[src/rtl/pause_pkg.sv]
package pause_pkg;
  localparam int PAUSE_W = 16;
  typedef enum logic {SRC_SW = 1'b0, SRC_AUTO = 1'b1} req_src_e;
endpackage

[src/rtl/pause_resend_timer.sv]
module pause_resend_timer #(
  parameter int CNT_W = 16
) (
  input  logic             clk,
  input  logic             rst,
  input  logic             load,
  input  logic             stop,
  input  logic             tick,
  input  logic [CNT_W-1:0] ivl,
  output logic             expired
);
  logic [CNT_W-1:0] cnt;
  logic             armed;

  always_ff @(posedge clk) begin
    if (rst) begin
      cnt   <= '0;
      armed <= 1'b0;
    end else if (load) begin
      cnt   <= ivl;
      armed <= 1'b1;
    end else if (stop) begin
      armed <= 1'b0;
    end else if (armed && tick && cnt != '0) begin
      cnt <= cnt - 1'b1;
    end
  end

  assign expired = armed && (cnt == '0);
endmodule

[src/rtl/pause_level_mon.sv]
module pause_level_mon #(
  parameter int LVL_W = 8,
  parameter int CNT_W = 16
) (
  input  logic                         clk,
  input  logic                         rst,
  input  logic                         en,
  input  logic [LVL_W-1:0]             level,
  input  logic [LVL_W-1:0]             thr_on,
  input  logic [LVL_W-1:0]             thr_off,
  input  logic                         no_zero,
  input  logic [pause_pkg::PAUSE_W-1:0] pause_time,
  input  logic                         tick,
  input  logic [CNT_W-1:0]             ivl,
  output logic                         evt,
  output logic [pause_pkg::PAUSE_W-1:0] evt_time
);
  logic paused, expired, on_c, off_c, rs_c, above;

  assign above = level > thr_on;
  assign on_c  = en && !paused && above;
  assign off_c = en && paused && (level < thr_off);
  assign rs_c  = en && paused && !off_c && expired;

  pause_resend_timer #(.CNT_W(CNT_W)) u_tmr (
    .clk(clk), .rst(rst),
    .load(on_c || rs_c), .stop(!en || off_c),
    .tick(tick), .ivl(ivl), .expired(expired)
  );

  always_ff @(posedge clk) begin
    if (rst) begin
      paused   <= 1'b0;
      evt      <= 1'b0;
      evt_time <= '0;
    end else begin
      evt <= 1'b0;
      if (!en) begin
        paused <= 1'b0;
      end else if (on_c) begin
        paused   <= 1'b1;
        evt      <= 1'b1;
        evt_time <= pause_time;
      end else if (off_c) begin
        paused   <= 1'b0;
        evt      <= !no_zero;
        evt_time <= '0;
      end else if (rs_c && above) begin
        evt      <= 1'b1;
        evt_time <= pause_time;
      end
    end
  end
endmodule

[src/rtl/pause_req_arb.sv]
module pause_req_arb (
  input  logic                          clk,
  input  logic                          rst,
  input  logic                          en,
  input  logic                          sw_trig,
  input  logic [pause_pkg::PAUSE_W-1:0] pause_time,
  input  logic                          auto_evt,
  input  logic [pause_pkg::PAUSE_W-1:0] auto_time,
  input  logic                          req_ack,
  output logic                          req_valid,
  output logic [pause_pkg::PAUSE_W-1:0] req_time,
  output logic                          sw_busy
);
  import pause_pkg::*;

  logic                sw_pend, auto_pend, sw_want, auto_want;
  logic [PAUSE_W-1:0]  auto_time_q, auto_t;
  req_src_e            src;

  logic                v_n, sp_n, ap_n, busy_n;
  logic [PAUSE_W-1:0]  t_n, at_n;
  req_src_e            src_n;

  assign sw_want   = en && (sw_trig || sw_pend);
  assign auto_want = en && (auto_evt || auto_pend);
  assign auto_t    = auto_evt ? auto_time : auto_time_q;

  always_comb begin
    v_n   = req_valid;
    t_n   = req_time;
    src_n = src;
    sp_n  = sw_want;
    ap_n  = auto_want;
    at_n  = auto_t;
    if (req_valid && req_ack) v_n = 1'b0;
    if (!req_valid) begin
      if (sw_want) begin
        v_n = 1'b1; t_n = pause_time; src_n = SRC_SW; sp_n = 1'b0;
      end else if (auto_want) begin
        v_n = 1'b1; t_n = auto_t; src_n = SRC_AUTO; ap_n = 1'b0;
      end
    end
    busy_n = sp_n || (v_n && src_n == SRC_SW);
  end

  always_ff @(posedge clk) begin
    if (rst) begin
      req_valid   <= 1'b0;
      req_time    <= '0;
      src         <= SRC_SW;
      sw_pend     <= 1'b0;
      auto_pend   <= 1'b0;
      auto_time_q <= '0;
      sw_busy     <= 1'b0;
    end else begin
      req_valid   <= v_n;
      req_time    <= t_n;
      src         <= src_n;
      sw_pend     <= sp_n;
      auto_pend   <= ap_n;
      auto_time_q <= at_n;
      sw_busy     <= busy_n;
    end
  end
endmodule

[src/rtl/pause_tx_ctrl.sv]
module pause_tx_ctrl #(
  parameter int LVL_W    = 8,
  parameter int RESEND_W = 16
) (
  input  logic                          clk,
  input  logic                          rst,
  input  logic                          cfg_fc_en,
  input  logic                          cfg_full_duplex,
  input  logic [pause_pkg::PAUSE_W-1:0] cfg_pause_time,
  input  logic [RESEND_W-1:0]           cfg_resend_ivl,
  input  logic [LVL_W-1:0]              cfg_thr_on,
  input  logic [LVL_W-1:0]              cfg_thr_off,
  input  logic                          cfg_no_zero,
  input  logic                          sw_trig,
  input  logic [LVL_W-1:0]              fifo_level,
  input  logic                          quanta_tick,
  input  logic                          req_ack,
  output logic                          req_valid,
  output logic [pause_pkg::PAUSE_W-1:0] req_time,
  output logic                          sw_busy
);
  logic                          en, auto_evt;
  logic [pause_pkg::PAUSE_W-1:0] auto_time;

  assign en = cfg_fc_en && cfg_full_duplex;

  pause_level_mon #(.LVL_W(LVL_W), .CNT_W(RESEND_W)) u_mon (
    .clk(clk), .rst(rst), .en(en), .level(fifo_level),
    .thr_on(cfg_thr_on), .thr_off(cfg_thr_off), .no_zero(cfg_no_zero),
    .pause_time(cfg_pause_time), .tick(quanta_tick), .ivl(cfg_resend_ivl),
    .evt(auto_evt), .evt_time(auto_time)
  );

  pause_req_arb u_arb (
    .clk(clk), .rst(rst), .en(en), .sw_trig(sw_trig),
    .pause_time(cfg_pause_time), .auto_evt(auto_evt), .auto_time(auto_time),
    .req_ack(req_ack), .req_valid(req_valid), .req_time(req_time),
    .sw_busy(sw_busy)
  );
endmodule

[config.mk]
export PLATFORM = sky130hd
export DESIGN_NAME = pause_tx_ctrl
export DESIGN_NICKNAME = d
export VERILOG_FILES = /design/src/rtl/pause_pkg.sv /design/src/rtl/pause_resend_timer.sv /design/src/rtl/pause_level_mon.sv /design/src/rtl/pause_req_arb.sv /design/src/rtl/pause_tx_ctrl.sv
export SDC_FILE = /design/constraint.sdc
export NUM_CORES = 1
export LEC_CHECK = 0
export ABC_AREA = 1
export BUFFER_PORTS_ARGS = -buffer_cell sky130_fd_sc_hd__buf_4
export CAP_MARGIN = 20
export CORE_ASPECT_RATIO = 1.75
export CORE_MARGIN = 5
export CORE_UTILIZATION = 51
export CTS_BUF_LIST = sky130_fd_sc_hd__clkbuf_8
export CTS_CLUSTER_SIZE = 14
export DETAILED_ROUTE_END_ITERATION = 10
export GPL_ROUTABILITY_DRIVEN = 1
export HOLD_SLACK_MARGIN = 0.06
export PLACE_DENSITY_LB_ADDON = 0.3
export SLEW_MARGIN = 40
export SYNTH_ARGS = -nofsm -noshare
export SYNTH_HDL_FRONTEND = slang
export SYNTH_SLANG_ARGS = --single-unit
[constraint.sdc]
create_clock -name clk -period 1.7 [get_ports clk]
set_input_delay 0.085 -clock clk [delete_from_list [all_inputs] [get_ports clk]]
set_output_delay 0.085 -clock clk [all_outputs]
set_load 0.02 [all_outputs]
-- Word level (Yosys, flattened, before mapping)
Cells that the tools add are included.
- output and inout port bits: 18
- bits of input ports: 64
- register bits: 72
- reductions and logical operators: 35
- mux-type cells: 26
- eq/ne operators: 1
- add/sub/neg operators: 1
- $lt $le $gt $ge: 2
- bitwise logic cells: 3
- operators by type and width (kind ; number):
    16-bit 2-to-1 mux ; 9
    1-bit 2-to-1 mux ; 17
    16-bit logical NOT ; 1
    16-bit nonzero test ; 1
    16-bit by 1-bit subtractor with 16-bit output (second input constant) ; 1
    1-bit logical AND ; 15
    8-bit greater-than comparator ; 1
    8-bit < comparator ; 1
    2-bit nonzero test ; 4
    2-bit AND reduction ; 3
    1-bit logical OR ; 5
    1-bit logical NOT ; 4
    1-bit inverter ; 3
    3-bit nonzero test ; 1
    2-bit inequality test (second input constant) ; 1
    2-bit OR reduction ; 1

-- Logic depth before layout (Yosys ltp)
Gate-level depths: netlist of run 1.
- depth in word-level cells: 10
- mapped depth: 17

-- Hierarchy
From an unflattened synthesis of run 1, not the netlist that was laid out.
- cells, all modules: 632
- area, all modules: 4344.2 µm²
- modules (own cells, without submodules) (module ; area each (µm²) ; sequential area each (µm²) ; cells each ; instances):
    pause_req_arb ; 1754.2 ; 740.7 ; 237 ; 1
    pause_level_mon ; 1363.8 ; 360.3 ; 195 ; 1
    pause_resend_timer ; 1218.7 ; 340.3 ; 198 ; 1
    pause_tx_ctrl ; 7.5 ; 0.0 ; 2 ; 1

-- Worst setup path after synthesis of run 1
Ideal clock, no wire load.
- path kind: register to register
- start point: register u_mon.u_tmr.cnt[0]
- end point: register u_mon.u_tmr.cnt[3]
- data required time: 1.586 ns
- setup time: 0.114 ns
- path slack: -0.007 ns
- cell stages (with the launch flop): 15
- data arrival time: 1.593 ns
- path through: dfxtp_1 inv_1 ha_1 nand4_1 nor2_1 nand2_1 nor2_4 nand2_4 nand2_8 inv_4 nand2_8 inv_6 buf_6 nor2_2 nor2_1
- word-level cells in the longest chain between the ends: 6
- elaborated cells on any way between the ends: 13
- classes of those cells: 1 x add/sub; 1 x eq/ne; 3 x mux; 8 x reduce/logical
- ends and longest elaborated chain (item ; RTL line ; text):
    start: declaration ; pause_resend_timer.sv:12 ; logic [CNT_W-1:0] cnt;
    start signal: assignment ; pause_resend_timer.sv:20 ; cnt <= ivl;
    start signal: assignment ; pause_resend_timer.sv:25 ; cnt <= cnt - 1'b1;
    branches (longest 6 deep; another with 16-bit by 1-bit subtractor with 16-bit output) ; n/a ;
Several ways; the timed one is not identified. The select of a mux whose other input is x is not followed.
A chain may end at the register's enable or synchronous reset.

-- Final worst setup path of run 1
- start point: register u_mon.u_tmr.cnt[0]
- end point: register u_mon.evt_time[3] (netlist bit)
- word-level cells in the longest chain between the ends: 6
- ends and longest elaborated chain (item ; RTL line ; text):
    16-bit logical NOT ; pause_resend_timer.sv:29 ; assign expired = armed && (cnt == '0);
    1-bit logical AND ; pause_resend_timer.sv:29 ;
    1-bit logical AND ; pause_level_mon.sv:23 ; assign rs_c = en && paused && !off_c && expired;
    1-bit logical AND ; pause_level_mon.sv:48 ; end else if (rs_c && above) begin
    3-bit nonzero test (no source line) ; n/a ;
    2-bit AND reduction (no source line) ; n/a ;
    end signal: assignment ; pause_level_mon.sv:43 ; evt_time <= pause_time;
    end signal: assignment ; pause_level_mon.sv:50 ; evt_time <= pause_time;
    end: declaration ; pause_level_mon.sv:16 ; output logic [pause_pkg::PAUSE_W-1:0] evt_time
No other way between the ends.

==> impl_metrics.env, run 1 <==
export IMPL_status="finished, violations left"
export IMPL_n_fill_cell=528
export IMPL_grt_ovfl_total=0
export IMPL_p_seq_share_pct=41.1
export IMPL_drt_iter0_markers=146
export IMPL_multiInputGateArea_um2=2410
export IMPL_routedWlPerCell_um=15.4
export IMPL_drt_wl_total_um=11700
export IMPL_cp_required_ps=1990
export IMPL_root_buffer="clkbuf_8"
export IMPL_htreeDepth=3
export IMPL_cp_slowest_stage_delay_ps=320
export IMPL_cp_arrival_ps=1990
export IMPL_most_common_layout_cells="buf_4 (120), nor2_1 (92), nand2_1 (90), dfxtp_1 (70), inv_1 (39)"
export IMPL_grt_max_degree=33
export IMPL_grt_pass1_vias=4122
export IMPL_viasPerCell=5.35
export IMPL_critical_path_buf_inv_count=2
export IMPL_vias=4046
export IMPL_antenna_found_initial=0
export IMPL_antenna_cells=0
export IMPL_synth_distinct_cells=35
export IMPL_cts_buffers=9
export IMPL_p_clk_share_pct=31.1
export IMPL_final_cells=756
export IMPL_drc_errors=0
export IMPL_maxCapViolations=0
export IMPL_finalCritPeriodShare_pct=100
export IMPL_fin_ws_ps=-4.31
export IMPL_port_buffers=81
export IMPL_worst_setup_path_start_kind="register"
export IMPL_fin_crit_ps=1700
export IMPL_ys_seq_area_share_pct=37.4
export IMPL_post_route_util_pct=75.7
export IMPL_cts_buffer_depth=2
export IMPL_hold_viol=0
export IMPL_stdcell_area_um2=5650
export IMPL_hp_class="input pin to register"
export IMPL_ios=82
export IMPL_critPathSlowestCell="dfxtp_2"
export IMPL_dp_cells=708
export IMPL_ys_ff_latch=72
export IMPL_failed_checks="setup timing"
export IMPL_p_leak_nw=2.68
export IMPL_peakVddDrop_mv=0.806
export IMPL_rsz0062_at_grt="yes"
export IMPL_ant_nets=0
export IMPL_synth_nets=601
export IMPL_placed_area_um2=4800
export IMPL_register_area_um2=1440
export IMPL_grt_pass1_wl_um=18300
export IMPL_max_freq_mhz=587
export IMPL_synth_area_um2=3860
export IMPL_dieArea_um2=9470
export IMPL_finClkSkew_ps=11.2
export IMPL_syn_inst=520
export IMPL_cts_sinks=72
export IMPL_worstSetupEndpointType="register"
export IMPL_area_growth_pct=46.3
export IMPL_internal_power_w=0.00303
export IMPL_start_util_pct=51.7
export IMPL_die_height_um=125
export IMPL_crit_chain="inv_2 > ha_4 > nand4_1 > nor2_2 > nand2_2 > nor2_4 > nand4_4 > buf_12 > nand2_4 > nand2_1 > a21oi_1"
export IMPL_firstDrtPassIters=5
export IMPL_fin_nets=744
export IMPL_cellPowerDensity_nw_per_um2=774
export IMPL_syn_avg_cell_area_um2=7.42
export IMPL_tightest_slew_ps=534
export IMPL_final_setup_viol_count=1
export IMPL_pwr_share_comb_pct=27.8
export IMPL_core_area_um2=7460
export IMPL_switchingPower_w=0.00134
export IMPL_cts_tree="yes"
export IMPL_switching_share_pct=30.6
export IMPL_relSlewSlack_pct=64.4
export IMPL_die_w_um=75.8
export IMPL_crit_family="simple AND/OR/NAND/NOR gates"
export IMPL_cts_clk_slew_worst_paths_ps=80
export IMPL_worstSetupPathType="register to register"
export IMPL_slew_viol_final=0
export IMPL_insertion_delay_ps=370
export IMPL_dp_hpwl_um=7740
export IMPL_rows=42
export IMPL_grt_usage_pct=24.6
export IMPL_final_common_cell="buf_4"
export IMPL_yosysWarnings=0
export IMPL_layout_drive_gt1_share_pct=32.2
export IMPL_cp_max_fo=5
export IMPL_globalplace_congestion=0.981
final cells by class:
class                           count  share of cell area (%)
Clock buffer                       10                    2.44
Clock inverter                      6                    1.06
Inverter                           44                    3.21
Multi-Input combinational cell    383                    42.7
Sequential cell                    72                    25.6
Tap cell                           88                    1.95
Timing Repair Buffer              153                    23.1
logic make-up after synthesis:
logic type	after synthesis	synth area share, %
compound gates	79	12.4
xor+xnor	14	3.18
fa+ha+maj	17	5.51
buf+inv	67	8.04
flops	72	37.4
mux	16	4.15
simple gates	255	29.3
path summary, 6_finish.rpt:
check             cells past startpoint                from                 end  slack, ps
setup / recovery                     11  u_mon.u_tmr.cnt[0]   u_mon.evt_time[3]         -4
hold / removal                        5   cfg_resend_ivl[8]  u_mon.u_tmr.cnt[8]         80
setup reg to reg                     11  u_mon.u_tmr.cnt[0]   u_mon.evt_time[3]         -4
hold reg to reg                       2   u_mon.evt_time[6]   u_mon.evt_time[6]        480
power groups by stage:
stage / logic [W] / registers (W) / clock network, W
after global placement: 0.00102 / 0.00182 / 0
after floorplan: 0.000610 / 0.00186 / 0
after CTS: 0.00114 / 0.00179 / 0.00138
final: 0.00121 / 0.00180 / 0.00136
after global routing: 0.00133 / 0.00180 / 0.00145
after detailed placement: 0.00104 / 0.00183 / 0
synth_stat cells:
| cell | n | area [um2] |
|---|---|---|
| inv_1 | 40 | 150 |
| o22ai_1 | 1 | 6.26 |
| o21ai_1 | 1 | 5.00 |
| nand2_4 | 2 | 22.5 |
| nor2_4 | 1 | 11.3 |
| inv_4 | 1 | 6.26 |
| a211oi_1 | 17 | 128 |
| nor3_2 | 1 | 10.0 |
| a21oi_1 | 24 | 120 |
| nand2_1 | 93 | 349 |
| inv_6 | 1 | 8.76 |
| inv_2 | 2 | 7.51 |
| o21ai_0 | 20 | 100 |
| buf_1 | 2 | 7.51 |
| nand4_4 | 1 | 21.3 |
| clkbuf_1 | 10 | 37.5 |
| mux2i_1 | 16 | 160 |
| xnor2_1 | 1 | 8.76 |
| nand4_1 | 2 | 12.5 |
| buf_4 | 1 | 7.51 |
| nor2_1 | 97 | 364 |
| nand2_8 | 2 | 40.0 |
| nand3b_1 | 1 | 7.51 |
| nand3_2 | 1 | 10.0 |
| buf_8 | 1 | 15.0 |
| nor2_2 | 11 | 68.8 |
| nand3_1 | 39 | 195 |
| nor3_1 | 4 | 20.0 |
| xor2_1 | 13 | 114 |
| o21bai_1 | 15 | 113 |
| o21a_1 | 1 | 7.51 |
| ha_1 | 17 | 213 |
| buf_6 | 4 | 45.0 |
| dfxtp_1 | 72 | 1440 |
| buf_2 | 5 | 25.0 |
tightest hold or removal path: stages:
cell     delay, ps
buf_4           80
nand2_1         40
nand2_1         60
nor2_2          40
nor2_1         100
layer usage:
layer | track usage [%] | routed length (um) | up-vias
met2 | 45.7 | 6680 | 125
met4 | 10.7 | 507 | 0
met3 | 4.90 | 478 | 49
met1 | 24.9 | 4010 | 1891
met5 | 0 | 0 | -
li1 | - | - | 1981
metrics by stage:
stage	TNS, ps	hold slack [ps]	total power, W	setup WS [ps]
finish	-4.31	79.3	0.00437	-4.31
global route	-1630	88.0	0.00459	-101
CTS	-1100	62.8	0.00431	-52.6
detailed placement	-5940	331	0.00287	-245
global placement	-2100	317	0.00284	-112
floorplan	0	219	0.00247	13.9
registers in the layout, summed over array words and instances (netlist names):
| signal | flops |
|---|---|
| u_mon.u_tmr.armed | 1 |
| u_arb.auto_time_q | 16 |
| u_arb.sw_busy | 1 |
| u_arb.src | 1 |
| u_mon.paused | 1 |
| u_mon.evt_time | 16 |
| u_arb.req_time | 16 |
| u_arb.sw_pend | 1 |
| u_mon.evt | 1 |
| u_arb.req_valid | 1 |
| u_arb.auto_pend | 1 |
| u_mon.u_tmr.cnt | 16 |
what timing repair did:
item	CTS	global route
resized for setup	29	39
hold buffers	26	0
setup endpoints to repair	33	34
pin swaps	17	10
setup buffers	3	0
hold endpoints to repair	43	0
gates cloned	3	0
Power figures use the tool's default switching activity.
==> run 2, diff against run 1 <==
--- a/config.mk
+++ b/config.mk
@@ -9,14 +9,13 @@
 export BUFFER_PORTS_ARGS = -buffer_cell sky130_fd_sc_hd__buf_4
 export CAP_MARGIN = 20
 export CORE_ASPECT_RATIO = 1.75
-export CORE_MARGIN = 5
-export CORE_UTILIZATION = 51
+export CORE_MARGIN = 2
+export CORE_UTILIZATION = 40
 export CTS_BUF_LIST = sky130_fd_sc_hd__clkbuf_8
 export CTS_CLUSTER_SIZE = 14
 export DETAILED_ROUTE_END_ITERATION = 10
 export GPL_ROUTABILITY_DRIVEN = 1
 export HOLD_SLACK_MARGIN = 0.06
-export PLACE_DENSITY_LB_ADDON = 0.3
 export SLEW_MARGIN = 40
 export SYNTH_ARGS = -nofsm -noshare
 export SYNTH_HDL_FRONTEND = slang
==> run 2 against run 1 <==
Against the previous run:
- the flow still finishes with violations (setup timing)
- sequential share of layout area rose by 0.79 points
- critical path depth fell by 1
- flip-flop and latch count did not move
- hold slack got worse by 16 ps
- final cell count rose by 4.6%
- combinational power barely moved
- setup slack got worse by 36 ps
- total power fell by 0.86%
- clock skew fell by 3.8 ps
- register-to-register slack got worse by 40 ps
- via count fell by 4.2%
- critical path type unchanged
- largest cell class unchanged
- highest routed layer unchanged
==> impl_metrics.env, run 2 (synthesis results as in run 1) <==
export IMPL_crit_top_cell="nor2_2"
export IMPL_cts_buffers=9
export IMPL_grt_usage_pct=20.0
export IMPL_antenna_found_initial=0
export IMPL_status="finished, violations left"
export IMPL_start_util_pct=41.0
export IMPL_finClkSkew_ps=7.48
export IMPL_vias=3877
export IMPL_cellPowerDensity_nw_per_um2=790
export IMPL_hp_class="input pin to register"
export IMPL_grt_max_degree=53
export IMPL_multiInputGateArea_um2=2180
export IMPL_die_w_um=78.2
export IMPL_drt_iter0_markers=116
export IMPL_cts_buffer_depth=2
export IMPL_cp_slowest_stage_delay_ps=330
export IMPL_dp_hpwl_um=7190
export IMPL_final_common_cell="buf_4"
export IMPL_crit_family="simple AND/OR/NAND/NOR gates"
export IMPL_relSlewSlack_pct=63.3
export IMPL_dp_cells=746
export IMPL_cp_required_ps=1920
export IMPL_fin_nets=745
export IMPL_max_freq_mhz=574
export IMPL_worst_setup_path_start_kind="register"
export IMPL_core_area_um2=9410
export IMPL_stdcell_area_um2=5480
export IMPL_port_buffers=81
export IMPL_worstSetupPathType="register to register"
export IMPL_n_fill_cell=932
export IMPL_critical_path_buf_inv_count=2
export IMPL_drc_errors=0
export IMPL_finalCritPeriodShare_pct=102
export IMPL_layout_drive_gt1_share_pct=28.3
export IMPL_register_area_um2=1450
export IMPL_hold_viol=0
export IMPL_dieArea_um2=10500
export IMPL_p_leak_nw=2.67
export IMPL_maxCapViolations=0
export IMPL_slew_viol_final=0
export IMPL_rsz0062_at_grt="yes"
export IMPL_firstDrtPassIters=4
export IMPL_hold_ws_ps=63.7
export IMPL_setup_tns_ps=-637
export IMPL_insertion_delay_ps=360
export IMPL_total_power_w=0.00433
export IMPL_root_buffer="clkbuf_8"
export IMPL_routedWlPerCell_um=13.2
export IMPL_fin_crit_ps=1740
export IMPL_most_common_layout_cells="buf_4 (125), nor2_1 (93), nand2_1 (87), dfxtp_1 (69), inv_1 (39)"
export IMPL_grt_pass1_vias=3851
export IMPL_cp_arrival_ps=1960
export IMPL_rows=47
export IMPL_htreeDepth=3
export IMPL_ios=82
export IMPL_cts_tree="yes"
export IMPL_crit_chain="nor2_2 > nand2_1 > nor2_2 > nand2_2 > nor2_4 > buf_4 > nand4_4 > buf_8 > nand3_1 > a21oi_1"
export IMPL_final_cells=791
export IMPL_cts_clk_slew_worst_paths_ps=80
export IMPL_tightest_slew_ps=550
export IMPL_placed_area_um2=4850
export IMPL_fin_ws_ps=-40.7
export IMPL_worstSetupEndpointType="register"
export IMPL_antenna_cells=0
export IMPL_globalplace_congestion=0.839
export IMPL_final_setup_viol_count=23
export IMPL_peakVddDrop_mv=0.575
export IMPL_grt_pass1_wl_um=16700
export IMPL_grt_ovfl_total=0
export IMPL_drt_wl_total_um=10400
export IMPL_area_growth_pct=42.0
export IMPL_viasPerCell=4.90
export IMPL_die_height_um=134
export IMPL_failed_checks="setup timing"
export IMPL_ant_nets=0
export IMPL_cp_max_fo=16
export IMPL_critPathSlowestCell="dfxtp_1"
export IMPL_cts_sinks=72
run 2: cell count changes in the layout (fill, tap and decap cells not counted), sizes merged:
cell / change
buf: +4
clkinv: -1
inv: +2
clkbuf: +1
dlygate4sd3: -3
nand2: -2
run 2: final cells by class:
type / instances / area share [%]
Clock inverter: 7 / 1.32
Sequential cell: 72 / 26.4
Clock buffer: 9 / 2.26
Multi-Input combinational cell: 381 / 39.7
Tap cell: 122 / 2.79
Timing Repair Buffer: 156 / 24.2
Inverter: 44 / 3.38
run 2: per-layer routing:
metal,GRT usage (%),vias to the layer above,wire [um]
met2,39.0,83,5770
met5,0,-,0
met1,20.4,1793,3980
met4,7.89,0,279
met3,3.84,21,378
li1,-,1980,-
run 2: metrics by stage:
stage | setup WS [ps] | utilization (%)
6_report | -40.7 | 58.2
5_1_grt | -133 | 58.2
4_1_cts | -51.6 | 56.9
3_5_place_dp | -218 | 51.6
3_3_place_gp | -165 | 51.6
2_1_floorplan | 13.9 | -
run 2: worst reg2reg max path, delay by kind of cell (launching register included):
| kind | cells | cell delay (ps) |
|---|---|---|
| flops | 1 | 330 |
| simple gates | 7 | 880 |
| buf+inv | 2 | 330 |
| compound gates | 1 | 60 |
run 2: where the power goes:
part	switching, W	leakage, nW	internal (W)
Combinational	0.000603	1.98	0.000577
Sequential	0.0000384	0.586	0.00175
Clock	0.000680	0.101	0.000679
Total	0.00132	2.67	0.00301
run 2: path summary, 6_finish.rpt:
path	start	to	slack [ps]	cells after the start
setup / recovery	u_mon.u_tmr.cnt[10]	u_mon.evt_time[2]	-40	10
hold / removal	cfg_resend_ivl[12]	u_mon.u_tmr.cnt[12]	60	5
setup reg to reg	u_mon.u_tmr.cnt[10]	u_mon.evt_time[2]	-40	10
hold reg to reg	u_mon.evt_time[10]	u_mon.evt_time[10]	490	2
run 2: timing repair:
item,4_1_cts,5_1_grt
gates resized for setup,6,26
pin swaps,2,12
setup buffers,3,1
endpoints found under the setup margin,32,34
hold buffers,23,0
gates cloned,0,2
endpoints found under the hold margin,39,0
